$ cat src/rtl/dupsyn_pkg.sv
package dupsyn_pkg;
  typedef enum logic [1:0] {
    ST_WAIT  = 2'd0,
    ST_ALERT = 2'd1,
    ST_OPA   = 2'd2,
    ST_OPB   = 2'd3
  } top_st_e;

  typedef enum logic [1:0] {
    LD_OFF  = 2'd0,
    LD_ONCE = 2'd1,
    LD_CONT = 2'd2,
    LD_RSVD = 2'd3
  } lk_mode_e;

  localparam int NSYN   = 2;
  localparam int IDX_RX = 0;
  localparam int IDX_TX = 1;
endpackage

$ cat src/rtl/dupsyn_trig.sv
module dupsyn_trig
  import dupsyn_pkg::*;
#(
  parameter int N = NSYN
) (
  input  logic         clk,
  input  logic         rst_n,
  input  logic         fdd,
  input  logic         txnrx,
  input  logic [1:0]   top_state,
  input  logic [N-1:0] intword_wr,
  input  logic         cal_dis,
  output logic [N-1:0] pwr_en,
  output logic [N-1:0] cal_start
);
  logic         txnrx_q;
  top_st_e      state_q;
  top_st_e      state_in;
  logic         dir_rise, dir_fall, in_alert, enter_alert;
  logic [N-1:0] req;
  logic [N-1:0] pwr_n, start_n;
  logic         hist_we;

  assign state_in = top_st_e'(top_state);

  always_comb begin
    dir_rise    = txnrx & ~txnrx_q;
    dir_fall    = ~txnrx & txnrx_q;
    in_alert    = (state_in == ST_ALERT);
    enter_alert = (state_q == ST_WAIT) && in_alert;
    req            = intword_wr;
    req[IDX_RX]    = req[IDX_RX] | enter_alert | (~fdd & in_alert & dir_fall);
    req[IDX_TX]    = req[IDX_TX] | enter_alert | (~fdd & in_alert & dir_rise);
    start_n        = cal_dis ? '0 : req;
    pwr_n[IDX_RX]  = fdd | ~txnrx;
    pwr_n[IDX_TX]  = fdd | txnrx;
    hist_we        = 1'b1;
  end

  always_ff @(posedge clk or negedge rst_n) begin
    if (!rst_n) begin
      txnrx_q <= 1'b0;
      state_q <= ST_WAIT;
    end else if (hist_we) begin
      txnrx_q <= txnrx;
      state_q <= state_in;
    end
  end

  always_ff @(posedge clk or negedge rst_n) begin
    if (!rst_n) begin
      pwr_en    <= '0;
      cal_start <= '0;
    end else begin
      pwr_en    <= pwr_n;
      cal_start <= start_n;
    end
  end
endmodule

$ cat src/rtl/dupsyn_lockdet.sv
module dupsyn_lockdet
  import dupsyn_pkg::*;
#(
  parameter int LOCK_BASE = 256
) (
  input  logic       clk,
  input  logic       rst_n,
  input  logic       pwr_en,
  input  logic       cal_start,
  input  logic       cal_done,
  input  logic       lock_in,
  input  logic [1:0] mode,
  input  logic [1:0] cnt_sel,
  output logic       locked
);
  localparam int MAXWIN = LOCK_BASE * 8;
  localparam int CNT_W  = $clog2(MAXWIN + 1);

  lk_mode_e         mode_e;
  logic [CNT_W-1:0] cnt, cnt_n, target, cnt_inc;
  logic             lk_n, cal_ok, cal_ok_n, active, cnt_we;

  assign mode_e = lk_mode_e'(mode);

  always_comb begin
    target   = CNT_W'(LOCK_BASE) << cnt_sel;
    cnt_inc  = cnt + 1'b1;
    active   = pwr_en & cal_ok & ((mode_e == LD_ONCE) | (mode_e == LD_CONT));
    cal_ok_n = cal_start ? 1'b0 : (cal_done ? 1'b1 : cal_ok);
    cnt_n    = cnt;
    lk_n     = locked;
    if (!active) begin
      cnt_n = '0;
      lk_n  = 1'b0;
    end else if ((mode_e == LD_ONCE) && locked) begin
      cnt_n = cnt;
      lk_n  = 1'b1;
    end else if (!lock_in) begin
      cnt_n = '0;
      lk_n  = 1'b0;
    end else begin
      cnt_n = (cnt >= target) ? cnt : cnt_inc;
      lk_n  = (cnt_n >= target);
    end
    cnt_we = (cnt_n != cnt);
  end

  always_ff @(posedge clk or negedge rst_n) begin
    if (!rst_n) cnt <= '0;
    else if (cnt_we) cnt <= cnt_n;
  end

  always_ff @(posedge clk or negedge rst_n) begin
    if (!rst_n) begin
      locked <= 1'b0;
      cal_ok <= 1'b0;
    end else begin
      locked <= lk_n;
      cal_ok <= cal_ok_n;
    end
  end
endmodule

$ cat src/rtl/dupsyn_ctrl.sv
module dupsyn_ctrl
  import dupsyn_pkg::*;
#(
  parameter int LOCK_BASE = 256
) (
  input  logic       clk,
  input  logic       rst_n,
  input  logic       duplex_fdd,
  input  logic       txnrx,
  input  logic [1:0] top_state,
  input  logic       rx_intword_wr,
  input  logic       tx_intword_wr,
  input  logic       cal_dis,
  input  logic [1:0] lock_mode,
  input  logic [1:0] lock_cnt_sel,
  input  logic       rx_cal_done,
  input  logic       tx_cal_done,
  input  logic       rx_pll_lock,
  input  logic       tx_pll_lock,
  output logic       rx_pwr_en,
  output logic       tx_pwr_en,
  output logic       rx_cal_start,
  output logic       tx_cal_start,
  output logic       rx_locked,
  output logic       tx_locked
);
  logic [NSYN-1:0] wr_v, done_v, lock_v, pwr_v, start_v, locked_v;

  assign wr_v   = {tx_intword_wr, rx_intword_wr};
  assign done_v = {tx_cal_done, rx_cal_done};
  assign lock_v = {tx_pll_lock, rx_pll_lock};

  dupsyn_trig #(.N(NSYN)) u_trig (
    .clk        (clk),
    .rst_n      (rst_n),
    .fdd        (duplex_fdd),
    .txnrx      (txnrx),
    .top_state  (top_state),
    .intword_wr (wr_v),
    .cal_dis    (cal_dis),
    .pwr_en     (pwr_v),
    .cal_start  (start_v)
  );

  for (genvar g = 0; g < NSYN; g++) begin : g_lk
    dupsyn_lockdet #(.LOCK_BASE(LOCK_BASE)) u_lk (
      .clk       (clk),
      .rst_n     (rst_n),
      .pwr_en    (pwr_v[g]),
      .cal_start (start_v[g]),
      .cal_done  (done_v[g]),
      .lock_in   (lock_v[g]),
      .mode      (lock_mode),
      .cnt_sel   (lock_cnt_sel),
      .locked    (locked_v[g])
    );
  end

  assign rx_pwr_en    = pwr_v[IDX_RX];
  assign tx_pwr_en    = pwr_v[IDX_TX];
  assign rx_cal_start = start_v[IDX_RX];
  assign tx_cal_start = start_v[IDX_TX];
  assign rx_locked    = locked_v[IDX_RX];
  assign tx_locked    = locked_v[IDX_TX];
endmodule

$ cat config.mk
export PLATFORM = sky130hd
export DESIGN_NAME = dupsyn_ctrl
export DESIGN_NICKNAME = d
export VERILOG_FILES = /design/src/rtl/dupsyn_pkg.sv /design/src/rtl/dupsyn_trig.sv /design/src/rtl/dupsyn_lockdet.sv /design/src/rtl/dupsyn_ctrl.sv
export SDC_FILE = /design/constraint.sdc
export NUM_CORES = 1
export LEC_CHECK = 0
export BUFFER_PORTS_ARGS = -buffer_cell sky130_fd_sc_hd__buf_2
export CAP_MARGIN = 25
export CELL_PAD_IN_SITES_DETAIL_PLACEMENT = 1
export CELL_PAD_IN_SITES_GLOBAL_PLACEMENT = 1
export CORE_UTILIZATION = 41
export CTS_CLUSTER_DIAMETER = 50
export DETAILED_ROUTE_END_ITERATION = 10
export GPL_TIMING_DRIVEN = 0
export PLACE_DENSITY = 0.77
export SETUP_SLACK_MARGIN = 0.2
export SYNTH_ARGS = -nofsm -noshare
export SYNTH_HDL_FRONTEND = slang
export SYNTH_SLANG_ARGS = --single-unit
$ cat constraint.sdc
create_clock -name clk -period 2.71 [get_ports clk]
set_clock_uncertainty 0.15 [all_clocks]
set_input_delay 0.813 -clock clk [delete_from_list [all_inputs] [get_ports clk]]
set_output_delay 0.813 -clock clk [all_outputs]
set_load 0.03 [all_outputs]
======== Yosys cells after proc, flatten, opt, wreduce, memory -nomap -nowiden ========
Cells that the tools add are included.
cells by class
  add/subtract/negate cells ............... 2
  order comparisons ....................... 4
  equal/unequal tests ..................... 5
  shifts and indexed selects .............. 1
  muxes and demuxes ....................... 19
  bitwise gates (word level) .............. 19
  reductions and logical operators ........ 6
operators with widths
  kind                                                                   count
  12-bit 2-to-1 mux                                                      8
  12-bit greater-or-equal comparator                                     4
  12-bit by 1-bit adder with 12-bit output, second input constant        2
  12-bit != test                                                         2
  9-bit by 2-bit left shift with 12-bit output, first input constant     1
  1-bit 2-to-1 mux                                                       10
  1-bit bitwise AND                                                      9
  1-bit OR                                                               7
  2-bit by 1-bit equality test with 1-bit output, second input constant  2
  2-bit nonzero test                                                     2
  1-bit logical AND                                                      3
  1-bit inverter                                                         3
  2-bit equality test, second input constant                             1
  2-bit zero test                                                        1
  2-bit 2-to-1 mux                                                       1
storage, ports and cells
  flip-flop bits (word level) ............. 35
  input port bits ......................... 17
  output and inout port bits .............. 6
  logic and storage cells ................. 66

======== Logic depth before layout (Yosys ltp) ========
Gate-level depths: netlist of run 1.
  word-level depth ........................ 7
  mapped depth ............................ 13
  depth with buffers taken out ............ 11

======== Modules after synthesis ========
Synthesis of run 1 repeated with hierarchy kept, for this count alone.
unflattened totals
  cells, all modules ...................... 270
  area, all modules ....................... 2,457.4 um^2
by module, submodules not included
  module                          instances  cells each  area an instance (um^2)  seq. area each (um^2)
  dupsyn_lockdet at g_lk[0].u_lk  1          126         1,117.3                  350.3
  dupsyn_lockdet at g_lk[1].u_lk  1          127         1,078.5                  350.3
  dupsyn_trig                     1          17          261.5                    175.2

======== Least setup slack after synthesis of run 1 ========
No wires, ideal clock.
  path kind ............................... in2reg
  from .................................... in lock_cnt_sel[0]
  to ...................................... reg g_lk[0].u_lk.locked
  library setup time ...................... 0.144 ns
  arrival ................................. 3.078 ns
  required time ........................... 2.416 ns
  path slack .............................. -0.662 ns
  stages on the path ...................... 13
  buffers on the path ..................... 2
  path through ............................ or2_2 ha_1 o21ai_0 a2bb2oi_1 buf_6 buf_2 nor2_1 xor2_1 ha_1 o21a_1 o21a_1 o21ai_0 a21oi_1
on the way
  cells in the longest elaborated chain, start to end .. 7
RTL lines
  item                                              line                  source
  from (decl)                                       dupsyn_ctrl.sv:15     input logic [1:0] lock_cnt_sel,
  9-bit by 2-bit left shift with 12-bit output (*)  dupsyn_lockdet.sv:26  target = CNT_W'(LOCK_BASE) << cnt_sel;
  12-bit greater-or-equal comparator                dupsyn_lockdet.sv:42  cnt_n = (cnt >= target) ? cnt : cnt_inc;
  12-bit 2-to-1 mux                                 dupsyn_lockdet.sv:42
  12-bit greater-or-equal comparator (*)            dupsyn_lockdet.sv:43  lk_n = (cnt_n >= target);
  1-bit 2-to-1 mux (*)                              dupsyn_lockdet.sv:38  end else if (!lock_in) begin
  1-bit 2-to-1 mux (*)                              dupsyn_lockdet.sv:35  end else if ((mode_e == LD_ONCE) && locked) begin
  1-bit 2-to-1 mux (*)                              dupsyn_lockdet.sv:32  if (!active) begin
  named net g_lk[0].u_lk.lk_n                       dupsyn_lockdet.sv:21  logic lk_n, cal_ok, cal_ok_n, active, cnt_we;
  to (signal assigned)                              dupsyn_lockdet.sv:58  locked <= lk_n;
  to (decl)                                         dupsyn_lockdet.sv:14  output logic locked
Mark *: on every way through the listed nets, which the timed path passes. The rest lies on a longest branch.
A chain may end at the register's enable or synchronous reset.

======== Worst setup path after layout of run 1 ========
  from .................................... in lock_cnt_sel[0]
  to ...................................... reg g_lk[1].u_lk.locked
on the way
  cells in the longest elaborated chain, start to end .. 7
RTL lines
  item                                              line
  9-bit by 2-bit left shift with 12-bit output (*)  dupsyn_lockdet.sv:26
  12-bit greater-or-equal comparator                dupsyn_lockdet.sv:42
  12-bit 2-to-1 mux                                 dupsyn_lockdet.sv:42
  12-bit greater-or-equal comparator (*)            dupsyn_lockdet.sv:43
  1-bit 2-to-1 mux (*)                              dupsyn_lockdet.sv:38
  1-bit 2-to-1 mux (*)                              dupsyn_lockdet.sv:35
  1-bit 2-to-1 mux (*)                              dupsyn_lockdet.sv:32
  named net g_lk[1].u_lk.lk_n                       dupsyn_lockdet.sv:21
  to (signal assigned)                              dupsyn_lockdet.sv:58
  to (decl)                                         dupsyn_lockdet.sv:14
Marks and branches as above.

==> metrics.txt, run 1 <==
# TYPE chip_impl_metric gauge
chip_impl_info{name="outcome",value="complete, but fails checks"} 1
chip_impl_info{name="failing_checks",value="negative setup slack"} 1
chip_impl_metric{name="cts_buffer_depth",unit=""} 2
chip_impl_metric{name="drt.antenna.violating_nets",unit=""} 0
chip_impl_metric{name="vertical_die_dimension",unit="µm"} 77.6
chip_impl_metric{name="die_width",unit="µm"} 77.6
chip_impl_metric{name="placementRows",unit=""} 27
chip_impl_metric{name="dpl_worst_slack",unit="ns"} -0.966
chip_impl_info{name="rsz0062_at_grt",value="yes"} 1
chip_impl_metric{name="tritoncts.num_buffers",unit=""} 5
chip_impl_metric{name="place.gp.congestion",unit=""} 0.761
chip_impl_metric{name="layout_setup_ws",unit="ns"} -0.398
chip_impl_metric{name="global_route_wire_length_before_repair",unit="µm"} 11200
chip_impl_metric{name="final_net_count",unit=""} 338
chip_impl_metric{name="first_iter_violations",unit=""} 60
chip_impl_info{name="critical_path.endpoint_type",value="flop"} 1
chip_impl_info{name="clockRootBuffer",value="clkbuf_8"} 1
chip_impl_metric{name="worst_slew_pin_slew",unit="ns"} 0.810
chip_impl_metric{name="postSynthAreaPerCell",unit="µm²"} 9.25
chip_impl_metric{name="global_route.overflow_total",unit=""} 0
chip_impl_metric{name="period_minus_slack",unit="ns"} 3.11
chip_impl_info{name="critPathLaunchType",value="primary input"} 1
chip_impl_metric{name="cts_sinks",unit=""} 35
chip_impl_metric{name="maximum_fanout_along_the_worst_path",unit=""} 6
chip_impl_metric{name="gr-usage-all-layers",unit="%"} 23.8
chip_impl_metric{name="clock_latency_on_the_worst_skew_pair",unit="ns"} 0.29
chip_impl_metric{name="yosysTopAreaCellShare",unit="%"} 37.4
chip_impl_metric{name="worstPathRequired",unit="ns"} 2.71
chip_impl_info{name="post-synth-top-area-cell",value="dfrtp_1"} 1
chip_impl_metric{name="post-layout-total-power",unit="µW"} 1170
chip_impl_metric{name="number_of_design_rule_violations_left_after_detail_routing",unit=""} 0
chip_impl_metric{name="number_of_top_level_pins",unit=""} 23
chip_impl_metric{name="timing.max_cap.violations",unit=""} 0
chip_impl_metric{name="routed_wl",unit="µm"} 6610
chip_impl_metric{name="fin_tns_setup",unit="ns"} -0.672
chip_impl_metric{name="portBuffers",unit=""} 20
chip_impl_metric{name="dp.final_hpwl",unit="µm"} 4360
chip_impl_metric{name="mappedNetlistArea",unit="µm²"} 2340
chip_impl_metric{name="synth_seq_cells",unit=""} 35
chip_impl_metric{name="setup_violations",unit=""} 2
chip_impl_metric{name="post_drt_via_cell_ratio",unit=""} 5.84
chip_impl_metric{name="maxClockFrequency",unit="MHz"} 322
chip_impl_metric{name="antenna-diode-count",unit=""} 0
chip_impl_metric{name="detail_route.first_pass.iterations",unit=""} 4
chip_impl_metric{name="syn_nets",unit=""} 291
chip_impl_metric{name="start_util",unit="%"} 42.5
chip_impl_metric{name="initial_antenna_violation_count",unit=""} 0
chip_impl_metric{name="power.density_cell_area",unit="nW/µm²"} 381
chip_impl_info{name="hold_class",value="reg2reg"} 1
chip_impl_metric{name="grt_start_max_net_pins",unit=""} 36
chip_impl_metric{name="post_cts_hold_buffer_count",unit=""} 0
chip_impl_metric{name="fin_crit_sh",unit="%"} 115
chip_impl_metric{name="timing.max_slew.rel_slack",unit="%"} 46.0
chip_impl_info{name="post_synth_main_area_contributors",value="dfrtp_1, ha_1, or4_1"} 1
chip_impl_metric{name="total_leakage_power",unit="µW"} 0.00128
chip_impl_info{name="cts_tree",value="yes"} 1
chip_impl_metric{name="yosysWarningCount",unit=""} 0
chip_impl_metric{name="cts.reportedPaths.clkPinSlew",unit="ns"} 0.08
chip_impl_metric{name="synth_cells",unit=""} 253
chip_impl_metric{name="worst_ep_arrival_time",unit="ns"} 3.11
chip_impl_metric{name="cts_htree_levels",unit=""} 2
chip_impl_metric{name="seq_area_frac_synth",unit="%"} 37.4
chip_impl_metric{name="die-area",unit="µm²"} 6020
chip_impl_info{name="worstSetupPathType",value="in2reg"} 1
chip_impl_metric{name="detailroute.via_count",unit=""} 2179
chip_impl_metric{name="worst_ir_drop_vdd",unit="µV"} 362
chip_impl_metric{name="wl_per_cell",unit="µm"} 17.7
chip_impl_metric{name="placeableCoreArea",unit="µm²"} 5510
chip_impl_metric{name="area_growth",unit="%"} 31.4
chip_impl_metric{name="layout-drive-gt1-share",unit="%"} 29.2
chip_impl_metric{name="grt_pass1_vias",unit=""} 2274
chip_impl_metric{name="final_max_slew_viol_count",unit=""} 0
chip_impl_metric{name="yosysUniqueCellTypes",unit=""} 44
chip_impl_metric{name="finalHoldViolCount",unit=""} 0
layer usage:
layer	up-vias	share of wire, %	track usage (%)
met4	0	0.91	5.66
li1	1050	-	-
met5	-	0	0
met1	1083	48	32.9
met2	41	48	39.6
met3	5	3.1	2.82
state kept, by name, indices dropped and copies added (netlist names):
name	count
u_trig.state_q	2
u_trig.txnrx_q	1
u_trig.pwr_en	2
u_trig.cal_start	2
g_lk.u_lk.cal_ok	2
g_lk.u_lk.locked	2
g_lk.u_lk.cnt	24
path summary, 6_finish.rpt:
path | start | to | slack [ns] | cells past startpoint
max | lock_cnt_sel[0] | g_lk[1].u_lk.locked | -0.40 | 15
min | u_trig.cal_start[1] | g_lk[1].u_lk.cal_ok | 0.27 | 1
max reg2reg | g_lk[1].u_lk.cnt[10] | g_lk[1].u_lk.locked | -0.02 | 10
min reg2reg | u_trig.cal_start[1] | g_lk[1].u_lk.cal_ok | 0.27 | 1
max in group asynchronous | rst_n | g_lk[0].u_lk.cnt[0] | 1.43 | 1
min in group asynchronous | rst_n | g_lk[1].u_lk.cnt[8] | 0.46 | 1
cells in the mapped netlist (all sizes together):
library cell	instances
a21boi	1
o21a	5
a21oi	20
or3	3
nand2	18
or4b	1
a211oi	1
a21o	1
and3	2
xor2	8
nand3b	5
o2bb2ai	1
nand3	12
clkbuf	6
nor2	13
o311ai	2
a31oi	7
or4	15
nor4b	2
ha	21
and2	3
nor3	5
nor3b	1
or2	2
nor2b	1
nand4bb	1
and4	3
inv	9
buf	6
o21ai	9
and4b	1
nand2b	3
a22oi	1
o22ai	1
dfrtp	35
o221ai	1
o21bai	2
nand4	7
o211ai	4
a2bb2oi	1
o31ai	13
cell usage in the layout, fill, tap and decap left out, types with 6 or more instances in the layout:
master    count
a21oi_1      17
inv_1         9
o31ai_1      11
buf_4        15
nor2_1       12
ha_1         16
nand3_1      12
nand4_1       7
clkbuf_8      7
xor2_1        8
dfrtp_1      35
buf_2        20
or4_1        13
a31oi_1       6
nand2_1      17
final cells by class:
class	instances	area (µm²)
Buffer	12	87.6
Clock buffer	8	100
Fill cell	628	2430
Inverter	9	33.8
Multi-Input combinational cell	197	1580
Sequential cell	35	876
Tap cell	72	90.1
Timing Repair Buffer	40	307
worst max-delay path, cell delays in order:
cell and delay (ns):
buf_8 0.10, or2_4 0.27, buf_6 0.13, ha_4 0.25
o21ai_2 0.05, a22oi_2 0.23, buf_6 0.17, buf_8 0.11
nor3_4 0.03, xor2_1 0.18, ha_1 0.28, o21a_1 0.10
o21a_1 0.17, o21ai_1 0.13, a21oi_1 0.09
stage by stage:
step                      hold WS (ns)  area (µm²)  cells  util [%]
after global routing             0.295        3080    373      55.9
final                            0.275        3080    373      55.9
after CTS                        0.284        2910    366      52.9
after detailed placement         0.272        2580    345      46.9
after floorplan                  0.314        2390    253         -
after global placement           0.260        2580    345      46.9
cells by family (layout without fill, tap and decap cells):
kind of cell	count (synthesis)	after routing	synth area share, %
AND/OR/NAND/NOR	98	98	24.7
AO/OA/AOI/OAI	70	70	19.4
flip-flops	35	35	37.4
adder cells (fa/ha/maj)	21	21	11.2
buffers and inverters	21	69	4.22
XOR/XNOR	8	8	2.99
report_power, final:
group	switching [µW]	internal, µW	total, µW	leakage [µW]
Sequential	7.67	533	541	0.000466
Clock	190	232	423	0.0000515
Combinational	114	95.3	209	0.000760
Total	312	861	1170	0.00128
what timing repair did:
item / 4_1_cts / 5_1_grt
setup endpoints to repair: 13 / 24
resized for setup: 24 / 21
gates cloned: 0 / 1
pin swaps: 24 / 23
setup buffers: 13 / 6
Note: power is estimated with default switching activity, not from simulation.
==> inputs of run 2 (changes only) <==
- CORE_UTILIZATION: 41 -> 49
- PLACE_DENSITY: 0.77 -> 0.86
- clock period: 2.71 -> 4 ns (I/O delays scaled with it)
==> metrics.txt, run 2 (synthesis results as in run 1) <==
# TYPE chip_impl_metric gauge
chip_impl_metric{name="area_of_the_multi_input_gates",unit="µm²"} 1430
chip_impl_info{name="worst_setup_path_startpoint",value="lock_cnt_sel[0]"} 1
chip_impl_metric{name="grt_pass1_vias",unit=""} 2249
chip_impl_metric{name="die_width",unit="µm"} 71.1
chip_impl_metric{name="detailroute.via_count",unit=""} 2121
chip_impl_metric{name="timing.max_cap.violations",unit=""} 0
chip_impl_metric{name="postPlaceCellArea",unit="µm²"} 2510
chip_impl_metric{name="largest_reg_flops",unit=""} 24
chip_impl_info{name="clockRootBuffer",value="clkbuf_8"} 1
chip_impl_metric{name="tritoncts.num_buffers",unit=""} 5
chip_impl_metric{name="power.density_cell_area",unit="nW/µm²"} 280
chip_impl_info{name="hold_start",value="u_trig.cal_start[0]"} 1
chip_impl_metric{name="final.fill_count",unit=""} 525
chip_impl_metric{name="global_route.overflow_total",unit=""} 0
chip_impl_metric{name="core_utilization_of_the_finished_layout",unit="%"} 60.0
chip_impl_metric{name="sequential_cell_area",unit="µm²"} 876
chip_impl_metric{name="post_cts_hold_buffer_count",unit=""} 0
chip_impl_info{name="critical_path.endpoint_type",value="flop"} 1
chip_impl_metric{name="cts_htree_levels",unit=""} 2
chip_impl_metric{name="maximum_fanout_along_the_worst_path",unit=""} 10
chip_impl_metric{name="worst_ep_arrival_time",unit="ns"} 3.76
chip_impl_metric{name="worstPathRequired",unit="ns"} 4.00
chip_impl_metric{name="total_leakage_power",unit="µW"} 0.00113
chip_impl_metric{name="maxClockFrequency",unit="MHz"} 266
chip_impl_metric{name="worst_ir_drop_vdd",unit="µV"} 270
chip_impl_metric{name="grt_start_max_net_pins",unit=""} 36
chip_impl_metric{name="setup_violations",unit=""} 0
chip_impl_info{name="worstSetupPathType",value="in2reg"} 1
chip_impl_metric{name="clock_latency_on_the_worst_skew_pair",unit="ns"} 0.29
chip_impl_metric{name="detail_route.first_pass.iterations",unit=""} 4
chip_impl_info{name="cts_tree",value="yes"} 1
chip_impl_info{name="layout.cells.most_common",value="dfrtp_1"} 1
chip_impl_metric{name="initial_antenna_violation_count",unit=""} 0
chip_impl_metric{name="worst_slew_pin_slew",unit="ns"} 0.795
chip_impl_metric{name="post_drt_via_cell_ratio",unit=""} 6.33
chip_impl_metric{name="cts_sinks",unit=""} 35
chip_impl_metric{name="dp.final_hpwl",unit="µm"} 4320
chip_impl_metric{name="place.gp.congestion",unit=""} 0.792
chip_impl_metric{name="gr-usage-all-layers",unit="%"} 27.0
chip_impl_metric{name="area_growth",unit="%"} 14.8
chip_impl_info{name="crit-reg2reg-launch",value="g_lk[0].u_lk.cnt[10]"} 1
chip_impl_metric{name="number_of_design_rule_violations_left_after_detail_routing",unit=""} 0
chip_impl_metric{name="global_route_wire_length_before_repair",unit="µm"} 10700
chip_impl_info{name="registers.top_by_ff_count",value="g_lk.u_lk.cnt"} 1
chip_impl_info{name="most-common-layout-cells",value="dfrtp_1, buf_2, a21oi_1, ha_1, nand2_1"} 1
chip_impl_metric{name="die-area",unit="µm²"} 5060
chip_impl_metric{name="drt.antenna.violating_nets",unit=""} 0
chip_impl_metric{name="wl_per_cell",unit="µm"} 18.0
chip_impl_metric{name="post-layout-total-power",unit="µW"} 751
chip_impl_metric{name="final_net_count",unit=""} 320
chip_impl_info{name="critPathLaunchType",value="primary input"} 1
chip_impl_metric{name="cts.reportedPaths.clkPinSlew",unit="ns"} 0.07
chip_impl_metric{name="placeableCoreArea",unit="µm²"} 4470
chip_impl_metric{name="period_minus_slack",unit="ns"} 3.76
chip_impl_info{name="hold_class",value="reg2reg"} 1
chip_impl_metric{name="final_max_slew_viol_count",unit=""} 0
chip_impl_info{name="rsz0062_at_grt",value="yes"} 1
chip_impl_metric{name="antenna-diode-count",unit=""} 0
chip_impl_metric{name="cts_buffer_depth",unit=""} 2
chip_impl_metric{name="first_iter_violations",unit=""} 123
chip_impl_metric{name="layout-drive-gt1-share",unit="%"} 17.0
chip_impl_metric{name="vertical_die_dimension",unit="µm"} 71.1
chip_impl_metric{name="timing.max_slew.rel_slack",unit="%"} 47.0
chip_impl_metric{name="start_util",unit="%"} 52.3
chip_impl_metric{name="finalHoldViolCount",unit=""} 0
chip_impl_metric{name="number_of_top_level_pins",unit=""} 23
chip_impl_metric{name="portBuffers",unit=""} 20
chip_impl_info{name="outcome",value="complete, no violations"} 1
chip_impl_metric{name="final_area",unit="µm²"} 2690
chip_impl_metric{name="routed_wl",unit="µm"} 6020
chip_impl_metric{name="minimum_hold_slack",unit="ns"} 0.286
chip_impl_metric{name="fin_crit_sh",unit="%"} 93.9
chip_impl_metric{name="placementRows",unit=""} 24
[run 2: changes by cell type in the layout (fill, tap and decap cells not counted), moves of 3 or more]
cell,before,now
buf_4,15,2
ha_1,16,20
a21oi_1,17,20
a21oi_2,3,0
buf_8,5,0
buf_6,5,2
ha_4,5,1
[run 2: report_power, final]
group | total (µW) | internal, µW | switching, µW
Clock | 285 | 157 | 128
Combinational | 99.4 | 35.9 | 63.5
Sequential | 367 | 361 | 5.12
Total | 751 | 554 | 196
[run 2: path summary, 6_finish.rpt]
| kind | to | slack, ns | cells past startpoint |
|---|---|---|---|
| max | g_lk[0].u_lk.locked | 0.24 | 14 |
| min | g_lk[0].u_lk.cal_ok | 0.29 | 1 |
| max reg2reg | g_lk[0].u_lk.locked | 1.01 | 12 |
| min reg2reg | g_lk[0].u_lk.cal_ok | 0.29 | 1 |
| max in group asynchronous | g_lk[0].u_lk.cnt[7] | 2.35 | 1 |
| min in group asynchronous | g_lk[0].u_lk.cnt[3] | 0.85 | 1 |
[run 2: worst max-delay path: stages]
cell       delay (ns)
buf_2            0.11
nand2b_2         0.22
ha_1             0.29
o21a_1           0.23
a2bb2oi_4        0.17
buf_6            0.15
clkbuf_4         0.19
nor2_2           0.13
xor2_1           0.19
ha_1             0.26
o21a_1           0.17
o21a_1           0.16
o21ai_0          0.20
a21oi_1          0.09
[run 2: cell type report]
type | instances | share of cell area, %
multi-input cells | 197 | 53.1
flip-flops and latches | 35 | 32.6
repair buffers | 22 | 4.29
clock buffers | 8 | 3.73
plain buffers | 12 | 2.61
well taps | 52 | 2.42
inverters | 9 | 1.26
[run 2: metal layers]
| layer | GRT usage [%] | routed length [µm] | vias to the layer above |
|---|---|---|---|
| li1 | - | - | 1018 |
| met1 | 35.8 | 2770 | 1057 |
| met2 | 45.4 | 3010 | 41 |
| met3 | 5.56 | 190 | 5 |
| met4 | 6.44 | 53 | 0 |
| met5 | 0 | 0 | - |
[run 2: timing repair]
action | in CTS | in global routing
setup buffers | 1 | 1
pin swaps | 1 | 1
setup endpoints to repair | 2 | 2
gates resized for setup | 4 | 12
[run 2: through the flow]
step	setup TNS [ns]	instances	setup WS, ns
3_5_place_dp	-0.547	325	-0.278
2_1_floorplan	0	253	0.241
6_report	0	335	0.243
4_1_cts	0	334	0.198
3_3_place_gp	-0.477	325	-0.254
5_1_grt	0	335	0.124
